### src/rtl/tpwm_pkg.sv
package tpwm_pkg;
  typedef enum logic [1:0] {
    DT_DIV1 = 2'b00,
    DT_DIV2 = 2'b01,
    DT_DIV4 = 2'b10,
    DT_DIV4B = 2'b11
  } dt_div_e;

  // last prescaler value before a dead-time tick (divider minus one)
  function automatic logic [1:0] dt_last(input logic [1:0] sel);
    case (dt_div_e'(sel))
      DT_DIV1: dt_last = 2'd0;
      DT_DIV2: dt_last = 2'd1;
      default: dt_last = 2'd3;
    endcase
  endfunction
endpackage

### src/rtl/tpwm_carrier.sv
module tpwm_carrier #(
  parameter int CW = 16
) (
  input  logic          clk,
  input  logic          rst,
  input  logic          en,
  input  logic [CW-1:0] period,
  output logic          uf,
  output logic [1:0]    uf_idx
);
  logic [CW-1:0] cnt;

  assign uf = en && (cnt == '0);

  always_ff @(posedge clk) begin
    if (rst || !en) begin
      cnt    <= '0;
      uf_idx <= '0;
    end else if (cnt == '0) begin
      cnt    <= period;
      uf_idx <= uf_idx + 2'd1;
    end else begin
      cnt <= cnt - 1'b1;
    end
  end

  assert_carrier_dec_R1: assert property (@(posedge clk) disable iff (rst)
    (en && cnt != '0) |=> (!en || cnt == $past(cnt) - 1'b1));

  assert_carrier_reload_R1: assert property (@(posedge clk) disable iff (rst)
    uf |=> (!en || cnt == $past(period)));
endmodule

### src/rtl/tpwm_phase.sv
module tpwm_phase #(
  parameter int CW = 16,
  parameter int DW = 8
) (
  input  logic          clk,
  input  logic          rst,
  input  logic          en,
  input  logic          run,
  input  logic          uf,
  input  logic [CW-1:0] width,
  input  logic [DW-1:0] dead,
  input  logic [1:0]    div_last,
  output logic          hi_log,
  output logic          lo_log
);
  logic [CW-1:0] os_cnt;
  logic [DW-1:0] dt_cnt;
  logic [1:0]    pre;
  logic          p, p_q, dt_busy, fall;

  assign p    = (os_cnt != '0);
  assign fall = p_q && !p;

  always_ff @(posedge clk) begin
    if (rst || !en) begin
      os_cnt  <= '0;
      p_q     <= 1'b0;
      dt_busy <= 1'b0;
      dt_cnt  <= '0;
      pre     <= '0;
      hi_log  <= 1'b0;
      lo_log  <= 1'b0;
    end else begin
      if (uf)
        os_cnt <= width;
      else if (p)
        os_cnt <= os_cnt - 1'b1;
      p_q <= p;

      if (p) begin
        dt_busy <= 1'b0;
      end else if (fall) begin
        dt_busy <= 1'b1;
        dt_cnt  <= dead;
        pre     <= '0;
      end else if (dt_busy) begin
        if (pre == div_last) begin
          pre <= '0;
          if (dt_cnt == '0)
            dt_busy <= 1'b0;
          else
            dt_cnt <= dt_cnt - 1'b1;
        end else begin
          pre <= pre + 2'd1;
        end
      end

      hi_log <= run && p;
      lo_log <= run && !p && !p_q && !dt_busy;
    end
  end

  assert_no_overlap_R6: assert property (@(posedge clk) disable iff (rst)
    !(hi_log && lo_log));

  assert_dead_hold_R5: assert property (@(posedge clk) disable iff (rst)
    dt_busy |=> !lo_log);

  assert_fixed_idle_R9: assert property (@(posedge clk) disable iff (rst)
    !run |=> (!hi_log && !lo_log));
endmodule

### src/rtl/tpwm_irq.sv
module tpwm_irq (
  input  logic       clk,
  input  logic       rst,
  input  logic       uf,
  input  logic [1:0] uf_idx,
  input  logic       every4,
  input  logic       odd,
  output logic       irq
);
  logic hit;

  assign hit = every4 ? (uf_idx == {1'b0, odd}) : (uf_idx[0] == odd);

  always_ff @(posedge clk) begin
    if (rst) irq <= 1'b0;
    else     irq <= uf && hit;
  end

  assert_irq_single_R7: assert property (@(posedge clk) disable iff (rst)
    irq |=> !irq);
endmodule

### src/rtl/tpwm_deadtime.sv
module tpwm_deadtime
  import tpwm_pkg::*;
#(
  parameter int CW = 16,
  parameter int DW = 8,
  parameter int PH = 3
) (
  input  logic            clk,
  input  logic            rst,
  input  logic            en,
  input  logic [CW-1:0]   period,
  input  logic [PH*CW-1:0] width_a,
  input  logic [PH*CW-1:0] width_b,
  input  logic [DW-1:0]   dead,
  input  logic [1:0]      dt_sel,
  input  logic [2*PH-1:0] pol_buf,
  input  logic [PH-1:0]   phase_run,
  input  logic            irq_every4,
  input  logic            irq_odd,
  output logic [PH-1:0]   drv_hi,
  output logic [PH-1:0]   drv_lo,
  output logic            irq
);
  logic          uf;
  logic [1:0]    uf_idx;
  logic [1:0]    div_last;
  logic [PH-1:0] hi_log, lo_log;
  logic [2*PH-1:0] pol_q;

  assign div_last = dt_last(dt_sel);

  tpwm_carrier #(.CW(CW)) u_carrier (
    .clk(clk), .rst(rst), .en(en), .period(period),
    .uf(uf), .uf_idx(uf_idx)
  );

  for (genvar g = 0; g < PH; g++) begin : g_phase
    logic [CW-1:0] wsel;
    assign wsel = uf_idx[0] ? width_b[g*CW +: CW] : width_a[g*CW +: CW];
    tpwm_phase #(.CW(CW), .DW(DW)) u_phase (
      .clk(clk), .rst(rst), .en(en), .run(phase_run[g]), .uf(uf),
      .width(wsel), .dead(dead), .div_last(div_last),
      .hi_log(hi_log[g]), .lo_log(lo_log[g])
    );
  end

  tpwm_irq u_irq (
    .clk(clk), .rst(rst), .uf(uf), .uf_idx(uf_idx),
    .every4(irq_every4), .odd(irq_odd), .irq(irq)
  );

  // polarity: captured inverted while idle, frozen while running
  always_ff @(posedge clk) begin
    if (rst || !en) pol_q <= ~pol_buf;
  end

  always_ff @(posedge clk) begin
    if (rst) begin
      drv_hi <= ~pol_buf[PH-1:0];
      drv_lo <= ~pol_buf[2*PH-1:PH];
    end else begin
      drv_hi <= hi_log ^ pol_q[PH-1:0];
      drv_lo <= lo_log ^ pol_q[2*PH-1:PH];
    end
  end

  assert_off_quiet_R10: assert property (@(posedge clk) disable iff (rst)
    !en |=> !irq);
endmodule

### config.mk
export PLATFORM = sky130hd
export DESIGN_NAME = tpwm_deadtime
export DESIGN_NICKNAME = d
export VERILOG_FILES = /design/src/rtl/tpwm_pkg.sv /design/src/rtl/tpwm_carrier.sv /design/src/rtl/tpwm_phase.sv /design/src/rtl/tpwm_irq.sv /design/src/rtl/tpwm_deadtime.sv
export SDC_FILE = /design/constraint.sdc
export NUM_CORES = 1
export LEC_CHECK = 0
export BUFFER_PORTS_ARGS = -buffer_cell sky130_fd_sc_hd__buf_2
export CAP_MARGIN = 20
export CORE_AREA = 2 2 149 136
export CTS_BUF_LIST = sky130_fd_sc_hd__clkbuf_4 sky130_fd_sc_hd__clkbuf_8
export DETAILED_ROUTE_END_ITERATION = 8
export DIE_AREA = 0 0 151 138
export GPL_ROUTABILITY_DRIVEN = 1
export GPL_TIMING_DRIVEN = 1
export PLACE_DENSITY_LB_ADDON = 0.2
export SETUP_SLACK_MARGIN = 0.2
export SLEW_MARGIN = 20
export SYNTH_ARGS = -nofsm -noshare
export SYNTH_HDL_FRONTEND = slang
export SYNTH_SLANG_ARGS = --single-unit
### constraint.sdc
create_clock -name clk -period 2.9 [get_ports clk]
set_input_delay 0 -clock clk [delete_from_list [all_inputs] [get_ports clk]]
set_output_delay 0 -clock clk [all_outputs]
set_load 0.005 [all_outputs]
==> impl_metrics.env <==
export IMPL_seqPwrFrac_pct=22.9
export IMPL_detail_route_antenna_nets=0
export IMPL_initial_core_util_pct=36.1
export IMPL_grt_max_degree=49
export IMPL_drc=0
export IMPL_critPathSlowestCell="or4b_2"
export IMPL_dp_final_hpwl_um=13700
export IMPL_n_fill_cell=1862
export IMPL_routed_wl_um=21000
export IMPL_layout_commonest_cell="buf_2"
export IMPL_synth_area_top_cells="dfxtp_1 33%, a21oi_1 6.8%, mux2_2 5.9%"
export IMPL_dr_first_iter_drc_count=360
export IMPL_cp_start_kind="register"
export IMPL_num_rows=49
export IMPL_r2r_end="g_phase[2].u_phase.pre[1]$_SDFFE_PP0P_"
export IMPL_r2r_start="g_phase[2].u_phase.os_cnt[0]$_SDFFE_PP0P_"
export IMPL_vdd_drop_max_uv=557
export IMPL_grt_pass1_wl_um=33700
export IMPL_power_mw=11.5
export IMPL_hold_viol=0
export IMPL_p_per_area_mw_per_mm2=1170
export IMPL_slowest_delay_ns=0.64
export IMPL_setup_tns_ns=0
export IMPL_path_max_fanout=4
export IMPL_antenna_found_initial=0
export IMPL_dpl_cell_count=1227
export IMPL_clk_pin_slew_ns=0.08
export IMPL_final_cell_mix="142 x buf_2, 129 x dlygate4sd3_1, 114 x dfxtp_1"
export IMPL_max_slew_margin_pct=44.5
export IMPL_cts_num_sinks=121
export IMPL_avgRoutedWirePerCell_um=15.1
export IMPL_setup_slack_ns=0.377
export IMPL_ys_ff_latch=121
export IMPL_cp_end_kind="register"
export IMPL_synth_cell_types=58
export IMPL_io_pins=143
export IMPL_dr_pass1_iters=4
export IMPL_min_from="width_a[3]"
export IMPL_drive_gt1_share_pct=22.4
export IMPL_clock_path_buffers=2
export IMPL_die_x_um=151
export IMPL_cts_tree="yes"
export IMPL_yosys_warnings=0
export IMPL_cp_common_cell="or4_1"
export IMPL_fmaxAchievable_mhz=396
export IMPL_cts_made_buffers=17
export IMPL_whs_endpoint="g_phase[0].u_phase.os_cnt[3]$_SDFFE_PP0P_"
export IMPL_period_share_pct=87.0
export IMPL_antennaDiodeCount=0
export IMPL_finalSetupViolCount=0
export IMPL_synth_edff_count=6
export IMPL_post_place_ws_ns=0.384
export IMPL_p_int_mw=6.50
export IMPL_min_path_cells=4
export IMPL_critical_path_class="register to register"
export IMPL_netlist_top_cell_by_area="dfxtp_1"
export IMPL_r2r_slack_ns=0.38
export IMPL_synth_top_area_share_pct=32.8
export IMPL_cp_cell_sequence="inv_1 > ha_1 > or4b_2 > or4_1 > or4_1 > a21oi_1"
export IMPL_p_clk_share_pct=16.6
export IMPL_rsz0062_at_grt="no"
export IMPL_hp_class="input port to register"
export IMPL_worst_pin_slew_ns=0.830
export IMPL_vias=7211
export IMPL_p_sw_mw=5.04
export IMPL_async_flop_share_pct=0
export IMPL_maxCapViolCount=0
export IMPL_p_sw_share_pct=43.7
export IMPL_place_congestion=0.798
export IMPL_slew_viol_final=0
export IMPL_synth_nets=1014
export IMPL_finClkSkew_ns=0.00875
export IMPL_areaGrowthSynthToFinish_pct=40.6
export IMPL_crit_arrival_ns=2.90
export IMPL_nets=1270
export IMPL_synth_area_mm2=0.00703
export IMPL_worstPathRequired_ns=3.28
export IMPL_die_area_mm2=0.0208
export IMPL_worst_r2r_path_depth=6
export IMPL_root_buffer="clkbuf_8"
export IMPL_grtUsageTotal_pct=20.1
export IMPL_core_region_area_mm2=0.0195
export IMPL_stdcell_count=1388
export IMPL_post_synth_cell_area_avg_um2=8.14
export IMPL_clk_latency_ns=0.45
export IMPL_port_buffers=142
export IMPL_period_needed_ns=2.52
export IMPL_gr_total_overflow=0
export IMPL_power_frac_comb_pct=60.4
export IMPL_p_leak_nw=3.94
export IMPL_status="complete, no violations"
export IMPL_die_height_um=138
export IMPL_cts_setup_buffers=0
export IMPL_h_tree_depth=4
export IMPL_ys_seq_area_share_pct=35.3
export IMPL_yosys_most_used_dff="dfxtp_1"
export IMPL_routed_via_density=5.20
export IMPL_synthCells=864
export IMPL_grt_pass1_vias=6928
-- flip-flops by register name, summed over array words and instances, names as in the netlist --
signal                   count
drv_hi                       3
drv_lo                       3
g_phase.u_phase.dt_busy      3
g_phase.u_phase.dt_cnt      24
g_phase.u_phase.hi_log       3
g_phase.u_phase.lo_log       3
g_phase.u_phase.os_cnt      48
g_phase.u_phase.p_q          3
g_phase.u_phase.pre          6
pol_q                        6
u_carrier.cnt               16
u_carrier.uf_idx             2
u_irq.irq                    1
-- area by class of cell --
type	instances	area, um^2	area share [%]
Multi-Input combinational cell	656	4230	42.8
Sequential cell	121	2480	25.1
Timing Repair Buffer	297	2250	22.7
Tap cell	255	319	3.23
Clock buffer	21	289	2.92
Clock inverter	11	215	2.18
Inverter	27	101	1.03
-- worst max-delay path: cells and delay by family (launching register included) --
family          cells  cell delay (ns)
simple gates        3             1.70
flops               1             0.33
fa+ha+maj           1             0.17
compound gates      1             0.14
buf+inv             1             0.11
-- worst max-delay path by stage --
stage / slack (ns) / from / endpoint
6_report: 0.38 / g_phase[2].u_phase.os_cnt[0]$_SDFFE_PP0P_ / g_phase[2].u_phase.pre[1]$_SDFFE_PP0P_
5_1_grt: 0.21 / u_carrier.cnt[7]$_SDFF_PP0_ / u_irq.irq$_SDFF_PP0_
4_1_cts: 0.33 / g_phase[1].u_phase.os_cnt[0]$_SDFFE_PP0P_ / g_phase[1].u_phase.dt_cnt[5]$_SDFFE_PP0P_
3_5_place_dp: 0.38 / g_phase[2].u_phase.os_cnt[0]$_SDFFE_PP0P_ / g_phase[2].u_phase.dt_cnt[7]$_SDFFE_PP0P_
3_3_place_gp: 0.43 / g_phase[2].u_phase.os_cnt[0]$_SDFFE_PP0P_ / g_phase[2].u_phase.pre[1]$_SDFFE_PP0P_
2_1_floorplan: 0.47 / g_phase[2].u_phase.os_cnt[0]$_SDFFE_PP0P_ / g_phase[2].u_phase.pre[1]$_SDFFE_PP0P_
-- through the flow --
stage	instance area [um^2]	utilization (%)	hold WS, ns
2_1_floorplan	7030	-	0.0831
3_3_place_gp	8080	41.5	0.196
3_5_place_dp	8080	41.5	0.196
4_1_cts	9880	50.7	0.000526
5_1_grt	9880	50.7	0.0184
6_report	9880	50.7	0.0376
-- synthesized netlist by cell type, drive strengths merged (2+ instances only) --
cell / number
or3b: 3
o31ai: 8
nor2: 64
nand3: 47
xnor2: 29
nand2: 62
a211oi: 25
clkbuf: 52
nor3: 25
or4: 14
nand4: 12
a21oi: 95
nor2b: 11
buf: 8
o22a: 2
nand3b: 7
mux2: 37
dfxtp: 115
nand2b: 6
a31oi: 5
or4b: 3
o32ai: 3
nor3b: 3
and4: 5
nor4: 30
mux2i: 16
o31a: 2
edfxtp: 6
xor2: 29
and3: 9
nor4b: 7
o41ai: 2
or2: 4
o21ai: 40
and2: 2
ha: 14
or3: 11
inv: 26
o221a: 2
o211ai: 7
-- what timing repair did --
action,4_1_cts,5_1_grt
hold endpoints to repair,96,0
hold buffers,129,0
setup endpoints to repair,0,3
resized for setup,0,1
-- cells by family after synthesis --
logic type,Yosys count,share of synthesized area (%)
xor gates and xnor gates,58,7.23
adders and majority gates,14,2.49
buffers and inverters,87,4.75
muxes,53,8.21
and+or+nand+nor,330,25.0
DFF,121,35.3
AOI/OAI and AO/OA,201,17.0
-- power by group through the flow --
| stage | logic (mW) | clock network [mW] | registers (mW) |
|---|---|---|---|
| final | 6.98 | 1.92 | 2.65 |
| after global routing | 7.77 | 2.03 | 2.72 |
| after CTS | 6.95 | 1.97 | 2.64 |
| after detailed placement | 6.66 | 0 | 2.67 |
| after global placement | 6.66 | 0 | 2.66 |
| after floorplan | 5.06 | 0 | 2.53 |
-- routing by layer --
| metal | vias to the layer above | GRT usage, % | routed length (um) |
|---|---|---|---|
| li1 | 3659 | - | - |
| met4 | 0 | 6.15 | 365 |
| met1 | 3339 | 28.0 | 10200 |
| met3 | 29 | 4.65 | 969 |
| met5 | - | 0 | 0 |
| met2 | 184 | 30.9 | 9460 |
(Power assumes the default switching activity.)
